## src/rtl/sio_pkg.sv

```systemverilog
package sio_pkg;
  localparam int OFF_DATA = 'h00;
  localparam int OFF_STAT = 'h04;
  localparam int OFF_CTRL = 'h08;
  localparam int OFF_FLAG = 'h0C;
  localparam int OFF_DIV  = 'h10;

  localparam int C_TXEN  = 0;
  localparam int C_RXEN  = 1;
  localparam int C_IE_LO = 2;
  localparam int CTRL_W  = 6;

  localparam int F_TX  = 0;
  localparam int F_RX  = 1;
  localparam int F_TXO = 2;
  localparam int F_RXO = 3;
  localparam int NFLAG = 4;

  typedef enum logic [1:0] {RX_IDLE, RX_START, RX_BITS, RX_STOP} rx_state_t;
endpackage

```

## src/rtl/sio_tx.sv

```systemverilog
module sio_tx #(
  parameter int DW    = 8,
  parameter int DIV_W = 21
) (
  input  logic             clk,
  input  logic             rst,
  input  logic             load,
  input  logic [DW-1:0]    din,
  input  logic [DIV_W-1:0] bit_cycles,
  output logic             busy,
  output logic             txd
);
  localparam int NSH = DW + 1;
  localparam int CW  = $clog2(NSH + 1);

  logic [NSH-1:0]   shreg;
  logic [CW-1:0]    nleft;
  logic [DIV_W-1:0] cnt;

  always_ff @(posedge clk) begin
    if (rst) begin
      busy  <= 1'b0;
      txd   <= 1'b1;
      shreg <= '1;
      nleft <= '0;
      cnt   <= '0;
    end else if (!busy) begin
      if (load) begin
        busy  <= 1'b1;
        txd   <= 1'b0;
        shreg <= {1'b1, din};
        nleft <= CW'(NSH);
        cnt   <= bit_cycles - DIV_W'(1);
      end
    end else if (cnt == '0) begin
      if (nleft == '0) begin
        busy <= 1'b0;
        txd  <= 1'b1;
      end else begin
        txd   <= shreg[0];
        shreg <= {1'b1, shreg[NSH-1:1]};
        nleft <= nleft - CW'(1);
        cnt   <= bit_cycles - DIV_W'(1);
      end
    end else begin
      cnt <= cnt - DIV_W'(1);
    end
  end

  AST_TXD_IDLE_HIGH: assert property (@(posedge clk) disable iff (rst)
    !busy |-> txd);
endmodule

```

## src/rtl/sio_rx.sv

```systemverilog
module sio_rx
  import sio_pkg::*;
#(
  parameter int DW    = 8,
  parameter int DIV_W = 21
) (
  input  logic             clk,
  input  logic             rst,
  input  logic             en,
  input  logic             rxd,
  input  logic [DIV_W-1:0] bit_cycles,
  output logic             valid,
  output logic [DW-1:0]    data
);
  localparam int IW = (DW > 1) ? $clog2(DW) : 1;

  logic             s1, s2, s3;
  rx_state_t        state;
  logic [DIV_W-1:0] cnt;
  logic [IW-1:0]    idx;
  logic [DIV_W-1:0] half;

  assign half = bit_cycles >> 1;

  always_ff @(posedge clk) begin
    if (rst) begin
      s1 <= 1'b1;
      s2 <= 1'b1;
      s3 <= 1'b1;
    end else begin
      s1 <= rxd;
      s2 <= s1;
      s3 <= s2;
    end
  end

  always_ff @(posedge clk) begin
    if (rst) begin
      state <= RX_IDLE;
      cnt   <= '0;
      idx   <= '0;
      data  <= '0;
      valid <= 1'b0;
    end else begin
      valid <= 1'b0;
      if (!en) begin
        state <= RX_IDLE;
      end else begin
        case (state)
          RX_IDLE: if (s3 && !s2) begin
            state <= RX_START;
            cnt   <= half - DIV_W'(1);
          end
          RX_START: if (cnt == '0) begin
            if (!s2) begin
              state <= RX_BITS;
              idx   <= '0;
              cnt   <= bit_cycles - DIV_W'(1);
            end else begin
              state <= RX_IDLE;
            end
          end else cnt <= cnt - DIV_W'(1);
          RX_BITS: if (cnt == '0) begin
            data <= {s2, data[DW-1:1]};
            cnt  <= bit_cycles - DIV_W'(1);
            if (idx == IW'(DW - 1)) state <= RX_STOP;
            else idx <= idx + IW'(1);
          end else cnt <= cnt - DIV_W'(1);
          default: if (cnt == '0) begin
            valid <= s2;
            state <= RX_IDLE;
          end else cnt <= cnt - DIV_W'(1);
        endcase
      end
    end
  end

  AST_RX_SINGLE_PULSE: assert property (@(posedge clk) disable iff (rst)
    valid |=> !valid);
  AST_RX_SILENT_OFF: assert property (@(posedge clk) disable iff (rst)
    !en |=> !valid);
endmodule

```

## src/rtl/sio_irq.sv

```systemverilog
module sio_irq #(
  parameter int NF = 4
) (
  input  logic          clk,
  input  logic          rst,
  input  logic [NF-1:0] flags,
  input  logic [NF-1:0] enables,
  output logic          irq_tx,
  output logic          irq_rx,
  output logic          irq_ovr,
  output logic          irq_any
);
  logic [NF-1:0] gated;
  assign gated = flags & enables;

  always_ff @(posedge clk) begin
    if (rst) begin
      irq_tx  <= 1'b0;
      irq_rx  <= 1'b0;
      irq_ovr <= 1'b0;
      irq_any <= 1'b0;
    end else begin
      irq_tx  <= gated[0];
      irq_rx  <= gated[1];
      irq_ovr <= |gated[NF-1:2];
      irq_any <= |gated;
    end
  end
endmodule

```

## src/rtl/sio_periph.sv

```systemverilog
module sio_periph
  import sio_pkg::*;
#(
  parameter int ADDR_W  = 5,
  parameter int BUS_W   = 32,
  parameter int DIV_W   = 21,
  parameter int DIV_MIN = 16
) (
  input  logic              clk,
  input  logic              rst,
  input  logic [ADDR_W-1:0] bus_addr,
  input  logic              bus_wr,
  input  logic              bus_rd,
  input  logic [BUS_W-1:0]  bus_wdata,
  output logic [BUS_W-1:0]  bus_rdata,
  input  logic              rxd,
  output logic              txd,
  output logic              irq_tx,
  output logic              irq_rx,
  output logic              irq_ovr,
  output logic              irq_any
);
  localparam int DW = 8;

  logic [CTRL_W-1:0] ctrl;
  logic [DIV_W-1:0]  baud_div;
  logic [DIV_W-1:0]  bit_cycles;
  logic [NFLAG-1:0]  flags, flag_set, flag_clr;
  logic [DW-1:0]     tx_hold, rx_buf, rx_data;
  logic              tx_full, rx_full, tx_busy, tx_load, rx_valid;
  logic              wr_data, rd_data, wr_flag, rx_accept;
  logic              wdata_unused;

  assign wdata_unused = ^bus_wdata[BUS_W-1:DIV_W];

  assign wr_data = bus_wr && (bus_addr == ADDR_W'(OFF_DATA));
  assign wr_flag = bus_wr && (bus_addr == ADDR_W'(OFF_FLAG));
  assign rd_data = bus_rd && (bus_addr == ADDR_W'(OFF_DATA));

  assign bit_cycles = (baud_div < DIV_W'(DIV_MIN)) ? DIV_W'(DIV_MIN) : baud_div;
  assign tx_load    = ctrl[C_TXEN] && tx_full && !tx_busy;
  assign rx_accept  = rx_valid && !rx_full;

  always_comb begin
    flag_set        = '0;
    flag_set[F_TX]  = tx_load;
    flag_set[F_RX]  = rx_accept;
    flag_set[F_TXO] = wr_data && tx_full;
    flag_set[F_RXO] = rx_valid && rx_full;
    flag_clr        = wr_flag ? bus_wdata[NFLAG-1:0] : '0;
  end

  always_ff @(posedge clk) begin
    if (rst) begin
      ctrl     <= '0;
      baud_div <= '0;
      flags    <= '0;
      tx_hold  <= '0;
      tx_full  <= 1'b0;
      rx_buf   <= '0;
      rx_full  <= 1'b0;
    end else begin
      flags <= (flags & ~flag_clr) | flag_set;
      if (bus_wr && bus_addr == ADDR_W'(OFF_CTRL)) ctrl <= bus_wdata[CTRL_W-1:0];
      if (bus_wr && bus_addr == ADDR_W'(OFF_DIV))  baud_div <= bus_wdata[DIV_W-1:0];
      if (wr_data && !tx_full) begin
        tx_hold <= bus_wdata[DW-1:0];
        tx_full <= 1'b1;
      end else if (tx_load) begin
        tx_full <= 1'b0;
      end
      if (rx_accept) begin
        rx_buf  <= rx_data;
        rx_full <= 1'b1;
      end else if (rd_data) begin
        rx_full <= 1'b0;
      end
    end
  end

  always_ff @(posedge clk) begin
    if (rst) begin
      bus_rdata <= '0;
    end else if (bus_rd) begin
      case (bus_addr)
        ADDR_W'(OFF_DATA): bus_rdata <= BUS_W'(rx_buf);
        ADDR_W'(OFF_STAT): bus_rdata <= BUS_W'({flags[F_RXO], flags[F_TXO], rx_full, tx_full});
        ADDR_W'(OFF_CTRL): bus_rdata <= BUS_W'(ctrl);
        ADDR_W'(OFF_FLAG): bus_rdata <= BUS_W'(flags);
        ADDR_W'(OFF_DIV):  bus_rdata <= BUS_W'(baud_div);
        default:           bus_rdata <= '0;
      endcase
    end
  end

  sio_tx #(.DW(DW), .DIV_W(DIV_W)) u_tx (
    .clk(clk), .rst(rst), .load(tx_load), .din(tx_hold),
    .bit_cycles(bit_cycles), .busy(tx_busy), .txd(txd)
  );

  sio_rx #(.DW(DW), .DIV_W(DIV_W)) u_rx (
    .clk(clk), .rst(rst), .en(ctrl[C_RXEN]), .rxd(rxd),
    .bit_cycles(bit_cycles), .valid(rx_valid), .data(rx_data)
  );

  sio_irq #(.NF(NFLAG)) u_irq (
    .clk(clk), .rst(rst), .flags(flags),
    .enables(ctrl[C_IE_LO +: NFLAG]),
    .irq_tx(irq_tx), .irq_rx(irq_rx), .irq_ovr(irq_ovr), .irq_any(irq_any)
  );

  AST_TX_FLAG_ON_LOAD: assert property (@(posedge clk) disable iff (rst)
    $rose(flags[F_TX]) |-> ($past(tx_full) && !tx_full));
  AST_RX_OVERRUN_KEEPS: assert property (@(posedge clk) disable iff (rst)
    (rx_valid && rx_full && !rd_data) |=> (rx_full && $stable(rx_buf)));
  AST_W1C_RX_FLAG: assert property (@(posedge clk) disable iff (rst)
    (wr_flag && bus_wdata[F_RX] && !rx_valid) |=> !flags[F_RX]);
endmodule

```

## config.mk

```make
export PLATFORM = sky130hd
export DESIGN_NAME = sio_periph
export DESIGN_NICKNAME = d
export VERILOG_FILES = /design/src/rtl/sio_pkg.sv /design/src/rtl/sio_tx.sv /design/src/rtl/sio_rx.sv /design/src/rtl/sio_irq.sv /design/src/rtl/sio_periph.sv
export SDC_FILE = /design/constraint.sdc
export NUM_CORES = 1
export LEC_CHECK = 0
export BUFFER_PORTS_ARGS = -buffer_cell sky130_fd_sc_hd__clkbuf_2
export CAP_MARGIN = 10
export CORE_MARGIN = 2
export CORE_UTILIZATION = 60
export CTS_BUF_LIST = sky130_fd_sc_hd__clkbuf_16
export DETAILED_ROUTE_END_ITERATION = 6
export PLACE_DENSITY = 0.85
export SLEW_MARGIN = 30
export SYNTH_ARGS = -nofsm -noshare
export SYNTH_HDL_FRONTEND = slang
export SYNTH_SLANG_ARGS = --single-unit
```

## constraint.sdc

```tcl
create_clock -name clk -period 5.2 [get_ports clk]
set_input_delay 0.26 -clock clk [delete_from_list [all_inputs] [get_ports clk]]
set_output_delay 0.26 -clock clk [all_outputs]
set_load 0.02 [all_outputs]
```

==> results of run 1 <==
==> state kept, by name (all words and copies together) (netlist names), 2 cells and up <==
signal	cells
baud_div	21
bus_rdata	21
u_rx.cnt	21
u_tx.cnt	21
rx_buf	8
tx_hold	8
u_rx.data	8
u_tx.shreg	8
ctrl	6
flags	4
u_tx.nleft	4
u_rx.idx	3
u_rx.state	2
==> area by class of cell <==
type | instances | area [sq um]
Inverter | 21 | 78.8
Clock buffer | 17 | 425
Timing Repair Buffer | 64 | 343
Fill cell | 1145 | 4280
Tap cell | 176 | 220
Sequential cell | 147 | 2940
Clock inverter | 15 | 196
Multi-Input combinational cell | 827 | 4760
==> cells by family (layout without fill, tap and decap cells) <==
group | count (synthesis) | count (layout) | share of synthesized area
DFF | 147 | 147 | 0.360
adders and majority gates | 13 | 13 | 0.0199
buffers and inverters | 117 | 117 | 0.0617
and+or+nand+nor | 445 | 445 | 0.260
AOI/OAI and AO/OA | 299 | 299 | 0.231
xor gates and xnor gates | 41 | 41 | 0.0440
muxes | 18 | 18 | 0.0222
other | 1 | 11 | 0.000459
==> power groups by stage <==
stage	registers, mW	clock network (mW)	logic (mW)
4_1_cts	1.13	1.26	0.147
2_1_floorplan	1.16	0	0.107
3_3_place_gp	1.16	0	0.145
5_1_grt	1.13	1.32	0.162
3_5_place_dp	1.16	0	0.146
6_report	1.13	1.26	0.154
==> through the flow <==
| step | cell area [sq um] | utilization | instances |
|---|---|---|---|
| 2_1_floorplan | 8210 | - | 1091 |
| 3_3_place_gp | 8340 | 0.630 | 1235 |
| 3_5_place_dp | 8340 | 0.630 | 1235 |
| 4_1_cts | 8960 | 0.677 | 1267 |
| 5_1_grt | 8960 | 0.677 | 1267 |
| 6_report | 8960 | 0.677 | 1267 |
==> final timing paths <==
kind / depth (start not counted) / slack (ps) / to / startpoint
hold / removal: 2 / 6 / u_rx.s1 / rxd
hold reg to reg: 1 / 410 / u_rx.s2 / u_rx.s1
setup reg to reg: 10 / 930 / u_rx.cnt[16] / baud_div[5]
setup / recovery: 10 / 930 / u_rx.cnt[16] / baud_div[5]
==> placed cells by master, fill, tap and decap left out, types with 7 or more instances in the layout <==
| master | count |
|---|---|
| o21ai_0 | 44 |
| nor4_1 | 18 |
| mux2i_1 | 17 |
| or4_1 | 8 |
| nand4_1 | 10 |
| a221oi_1 | 8 |
| and2_1 | 9 |
| a22oi_1 | 15 |
| o22ai_1 | 12 |
| or2_2 | 7 |
| buf_4 | 9 |
| ha_1 | 13 |
| xor2_1 | 15 |
| conb_1 | 11 |
| a211oi_1 | 21 |
| nor2_1 | 86 |
| clkbuf_16 | 17 |
| inv_1 | 20 |
| and3_1 | 8 |
| a31oi_1 | 14 |
| xnor2_1 | 26 |
| nand2_1 | 165 |
| or3_1 | 11 |
| clkbuf_2 | 55 |
| a21oi_1 | 110 |
| nor3_1 | 42 |
| dfxtp_1 | 147 |
| o211ai_1 | 24 |
| nand3_1 | 48 |
==> critical path: stages, from the launching register on <==
cell,delay [ps]
dfxtp_1,450
nor3_1,510
and3_1,460
nand3_1,240
nand2_1,220
ha_1,270
or4b_2,660
a2111oi_0,510
xor2_1,480
o21ai_0,220
a21oi_1,170
==> synth_stat cells (all sizes together), types with 20 or more instances <==
library cell  instances  area share
a211oi               21       0.019
nand2               165       0.076
clkbuf               73       0.035
o21ai                45       0.028
a21oi               110       0.067
xnor2                26       0.028
nand3                48       0.029
o211ai               24       0.022
nor3                 42       0.026
nor2                 86       0.040
inv                  20      0.0092
dfxtp               147        0.36
buf                  23       0.017
==> metal layers <==
| layer | up-vias | GRT usage | share of wire |
|---|---|---|---|
| met5 | - | 0 | 0 |
| met4 | 0 | 0.143 | 0.042 |
| met3 | 81 | 0.0670 | 0.10 |
| met2 | 455 | 0.504 | 0.45 |
| met1 | 3809 | 0.444 | 0.41 |
| li1 | 3883 | - | - |
==> metrics.md, run 1 <==
| Metric | Value |
|---|---|
| Status | `finished, final reports clean` |
| FFs w/ async S/R, synth | `0` |
| Post-synth EDFFs | `0` |
| Setup ws final | `933 ps` |
| Cts bufs inserted | `17` |
| CP Launch Type | `register` |
| Pwr Density | `285 mW/mm^2` |
| I/O Pins | `79` |
| Worst Setup End Kind | `register` |
| Syn_area_per_cell | `7.56 sq um` |
| Antenna diode count | `0` |
| Psw | `685 uW` |
| Fraction of layout instances using a drive strength above 1 | `0.104` |
| Port bufs | `56` |
| Final Hold Viols | `0` |
| Max clock buf depth | `2` |
| Area grow syn2layout | `9.76%` |
| Critical Path RT | `5570 ps` |
| TritonCTS clock tree | `done` |
| Iter 0 DRT Violations | `873` |
| Tot GR Track Use | `0.327` |
| Vias per std cell | `6.49` |
| Fin Clk Skew | `10.9 ps` |
| Pin count of the biggest net entering global routing | `90` |
| # rows | `42` |
| Setup TNS | `0 ps` |
| Clock power share | `0.495` |
| Hold Path Class | `input pin to register` |
| Pwr Total | `2.55 mW` |
| Syn. warnings | `0` |
| Seq pwr share | `0.444` |
| Pre-antenna DRT Iters | `7` |
| DRC Markers | `0` |
| CTS H-tree depth | `4` |
| Starting density of the core | `0.617` |
| Period utilization | `0.821` |
| Fin crit period | `4270 ps` |
| Core Footprint | `0.0132 sq mm` |
| Worst-path fanout max | `12` |
| Peak VDD IR | `0.000241 V` |
| Final Max Slew Viols | `0` |
| Place WS | `1170 ps` |
| RSZ-0062 raised after global routing | `false` |
| HPWL after DPL | `16.2 mm` |
| DIE HEIGHT | `121 microns` |
| Register bit count reported by yosys | `147` |
| Clock sinks | `147` |
| CP arrival | `4630 ps` |
| P_leak | `3.45 nW` |
| Die Wd | `121 microns` |
| Worst Tran Pin Value | `966 ps` |
| Routed wire length | `23.5 mm` |
| Setup violators final | `0` |
| Layout Nets | `1133` |
| Net switching fraction of the power | `0.268` |
| Clock Latency Late Sink | `440 ps` |
| Int Power | `1.87 mW` |
| Initial antenna violation count | `0` |
| Gr ovfl total | `0` |
| Clock Pin Slew Worst Setup and Hold Paths | `70 ps` |
| Avg WL per Cell | `18.6 microns` |
| Relative slew slack | `0.350` |
| Hold WS | `6.17 ps` |
| CTS Hold Buffers Added | `0` |
| ANT nets after route | `0` |
| Vias in the first global route | `7420` |
| Distinct cells, synth | `69` |
| Post-synth top flop | `dfxtp_1` |
| FMAX | `234 MHz` |
| Comb power frac | `0.060` |
| Die footprint | `0.0146 sq mm` |
| Critical path class | `register to register` |
| First-pass GRT wire length | `37.9 mm` |
| Post-cts resize count | `0` |
| Syn Std Cell Area | `0.00817 sq mm` |
| Via count | `8228` |
| Sequential share of the synthesized area | `0.360` |
| RD Place Congestion | `1.03` |
| CTS root buf | `clkbuf_16` |
| Cells after synthesis | `1081` |
| Max-cap violations | `0` |
| Post-CTS Setup Repair Bufs | `0` |
No activity file was read; power rests on OpenSTA's default activity.
==> run 2: changes to the inputs <==
--- a/config.mk
+++ b/config.mk
@@ -8,10 +8,10 @@
 export BUFFER_PORTS_ARGS = -buffer_cell sky130_fd_sc_hd__clkbuf_2
 export CAP_MARGIN = 10
 export CORE_MARGIN = 2
-export CORE_UTILIZATION = 60
+export CORE_UTILIZATION = 54
 export CTS_BUF_LIST = sky130_fd_sc_hd__clkbuf_16
 export DETAILED_ROUTE_END_ITERATION = 6
-export PLACE_DENSITY = 0.85
+export PLACE_DENSITY = 0.81
 export SLEW_MARGIN = 30
 export SYNTH_ARGS = -nofsm -noshare
 export SYNTH_HDL_FRONTEND = slang
==> constraint.sdc (replaced) <==
create_clock -name clk -period 3.5 [get_ports clk]
set_input_delay 0.175 -clock clk [delete_from_list [all_inputs] [get_ports clk]]
set_output_delay 0.175 -clock clk [all_outputs]
set_load 0.02 [all_outputs]
==> run 2 against run 1 <==
  * Via count increased by 3.4%
  * Sequential share of layout area decreased by 1.7 points
  * Routed wire length increased by 5.6%
  * Combinational power increased by 69%
  * The flow now finishes with violations (DRC)
  * Clock skew rose by 2.9 ps
  * Sequential power up 49%
  * First-iteration DRC count grew 16%
  * Critical path type unchanged
  * Critical endpoint unchanged
==> metrics.md, run 2 (synthesis results as in run 1) <==
| Metric | Value |
|---|---|
| Psw | `995 uW (+45%)` |
| Via count | `8508 (+3.4%)` |
| TritonCTS clock tree | `done` |
| Peak VDD IR | `0.000348 V (+44%)` |
| Gr ovfl total | `0 (unchanged)` |
| Setup TNS | `0 ps (unchanged)` |
| CP arrival | `3790 ps (-840 ps)` |
| FMAX | `291 MHz (+24%)` |
| CP Launch Type | `register` |
| Failing checks | `DRC` |
| Pre-antenna DRT Iters | `7 (unchanged)` |
| # rows | `44 (+4.8%)` |
| Port bufs | `56 (unchanged)` |
| Final Hold Viols | `0 (unchanged)` |
| Antenna diode count | `0 (unchanged)` |
| Starting density of the core | `0.558 (-0.0590)` |
| Fin crit period | `3440 ps (-826 ps)` |
| DIE HEIGHT | `127 microns (+5.2%)` |
| Max-cap violations | `0 (unchanged)` |
| Area grow syn2layout | `15.6%` |
| CTS H-tree depth | `4 (unchanged)` |
| Worst-path fanout max | `5 (-7)` |
| Initial antenna violation count | `0 (unchanged)` |
| DRC Markers | `12 (+12)` |
| Comb power frac | `0.070 (+0.010)` |
| Clock Latency Late Sink | `440 ps (about the same)` |
| Net switching fraction of the power | `0.269 (about the same)` |
| First-pass GRT wire length | `39.6 mm (+4.5%)` |
| Iter 0 DRT Violations | `1009 (+16%)` |
| Setup violators final | `0 (unchanged)` |
| CTS root buf | `clkbuf_16` |
| Clock Pin Slew Worst Setup and Hold Paths | `70 ps (about the same)` |
| Most common cell after layout, fill and taps aside | `nand2_1` |
| Worst reg2reg path endpoint | `u_rx.cnt[16]` |
| Commonest non-fill, non-tap cells in the layout | `nand2_1 (165), dfxtp_1 (147), a21oi_1 (110)` |
| Int Power | `2.71 mW (+45%)` |
| Fin Clk Skew | `13.8 ps (+2.89 ps)` |
| Clock power share | `0.475 (-0.020)` |
| Worst Setup End Kind | `register` |
| Critical path class | `register to register` |
| HPWL after DPL | `17.1 mm (+5.5%)` |
| Hold Path Origin | `bus_wdata[6]` |
| RD Place Congestion | `0.999 (-3.1%)` |
| Layout Nets | `1185 (+4.6%)` |
| ANT nets after route | `0 (unchanged)` |
| Period utilization | `0.983 (+0.163)` |
| Pin count of the biggest net entering global routing | `96 (+6.7%)` |
| Worst Tran Pin Value | `836 ps (-130 ps)` |
| Placed Cells | `1281 (+3.7%)` |
| Status | `complete, but fails checks` |
| Hold Path Class | `input pin to register` |
| Cts bufs inserted | `17 (unchanged)` |
| Avg WL per Cell | `18.7 microns (+0.78%)` |
| Vias in the first global route | `7619 (+2.7%)` |
| Tot GR Track Use | `0.306 (-0.0212)` |
| Final Max Slew Viols | `0 (unchanged)` |
| Vias per std cell | `6.41 (-1.3%)` |
| Routed wire length | `24.8 mm (+5.6%)` |
| CP startpoint | `baud_div[18]` |
| DP Area | `0.00868 sq mm (+4.0%)` |
| Flop2flop setup slack | `60 ps (-870 ps)` |
| Die Wd | `127 microns (+5.2%)` |
| Pwr Density | `392 mW/mm^2 (+38%)` |
| I/O Pins | `79 (unchanged)` |
| P_leak | `3.73 nW (+8.1%)` |
| Relative slew slack | `0.442 (+0.0920)` |
| Fraction of layout instances using a drive strength above 1 | `0.140 (+0.0364)` |
| Die footprint | `0.0161 sq mm (+11%)` |
| Cell area after layout | `0.00944 sq mm (+5.3%)` |
| Core Footprint | `0.0146 sq mm (+11%)` |
| Critical Path RT | `3850 ps (-1720 ps)` |
| FILL cells | `1241 (+8.4%)` |
| Worst Setup EP | `u_rx.cnt[16]` |
| R2r worst-path depth | `10 (unchanged)` |
| Worst R2R Start | `baud_div[18]` |
| Final cell count without fillers | `1327 (+4.7%)` |
| Max clock buf depth | `2 (unchanged)` |
| Clock sinks | `147 (unchanged)` |
| Seq pwr share | `0.454 (+0.010)` |
==> run 2: how the worst min path moves through the flow <==
stage                   endpoint  slack [ps]  cells after the start
floorplan                u_rx.s1         280                      1
global placement         u_rx.s1         360                      2
detailed placement       u_rx.s1         360                      2
CTS                 baud_div[15]           7                      3
global route        baud_div[14]          20                      3
finish               baud_div[6]           9                      3
==> run 2: stage by stage <==
stage / power (mW) / hold WS, ps / utilization / setup WS (ps)
floorplan: 1.88 / 279 / - / 18.4
global placement: 1.95 / 358 / 0.593 / 211
detailed placement: 1.95 / 363 / 0.593 / 128
CTS: 3.69 / 6.55 / 0.640 / 112
global route: 3.79 / 23.9 / 0.645 / -70.4
finish: 3.70 / 8.73 / 0.645 / 58.7
==> run 2: timing repair <==
action,4_1_cts,5_1_grt
endpoints found under the setup margin,0,20
hold endpoints to repair,12,0
hold buffers,12,0
setup buffers,0,1
gates resized for setup,0,8
==> run 2: worst max-delay path, cell delays in order, from the launching register on <==
cell and delay, ps:
dfxtp_1 340, nor4_4 370, and2_1 200, nand3_1 150, nand2_1 210, ha_1 270
or4b_2 660, a2111oi_1 460, xor2_1 370, o21ai_0 170, a21oi_1 170
==> run 2: cell type report <==
cell class                      instances  area, sq um  area share
Tap cell                              184          230      0.0244
Clock inverter                         15          144      0.0152
Inverter                               21         78.8     0.00835
Multi-Input combinational cell        827         4830       0.511
Clock buffer                           17          425      0.0451
Timing Repair Buffer                  116          796      0.0843
Sequential cell                       147         2940       0.312
==> run 2: layer usage <==
metal / global-route usage / wire length, microns / share of wire / up-vias
li1: - / - / - / 3987
met1: 0.411 / 10200 / 0.41 / 3963
met2: 0.473 / 11200 / 0.45 / 479
met3: 0.0687 / 2560 / 0.10 / 79
met4: 0.137 / 889 / 0.036 / 0
met5: 0 / 0 / 0 / -
==> run 2: power by group through the flow <==
stage / combinational (mW) / sequential, mW / clock (mW)
floorplan: 0.161 / 1.72 / 0
global placement: 0.229 / 1.72 / 0
detailed placement: 0.230 / 1.72 / 0
CTS: 0.241 / 1.68 / 1.76
global route: 0.276 / 1.68 / 1.83
finish: 0.260 / 1.68 / 1.76
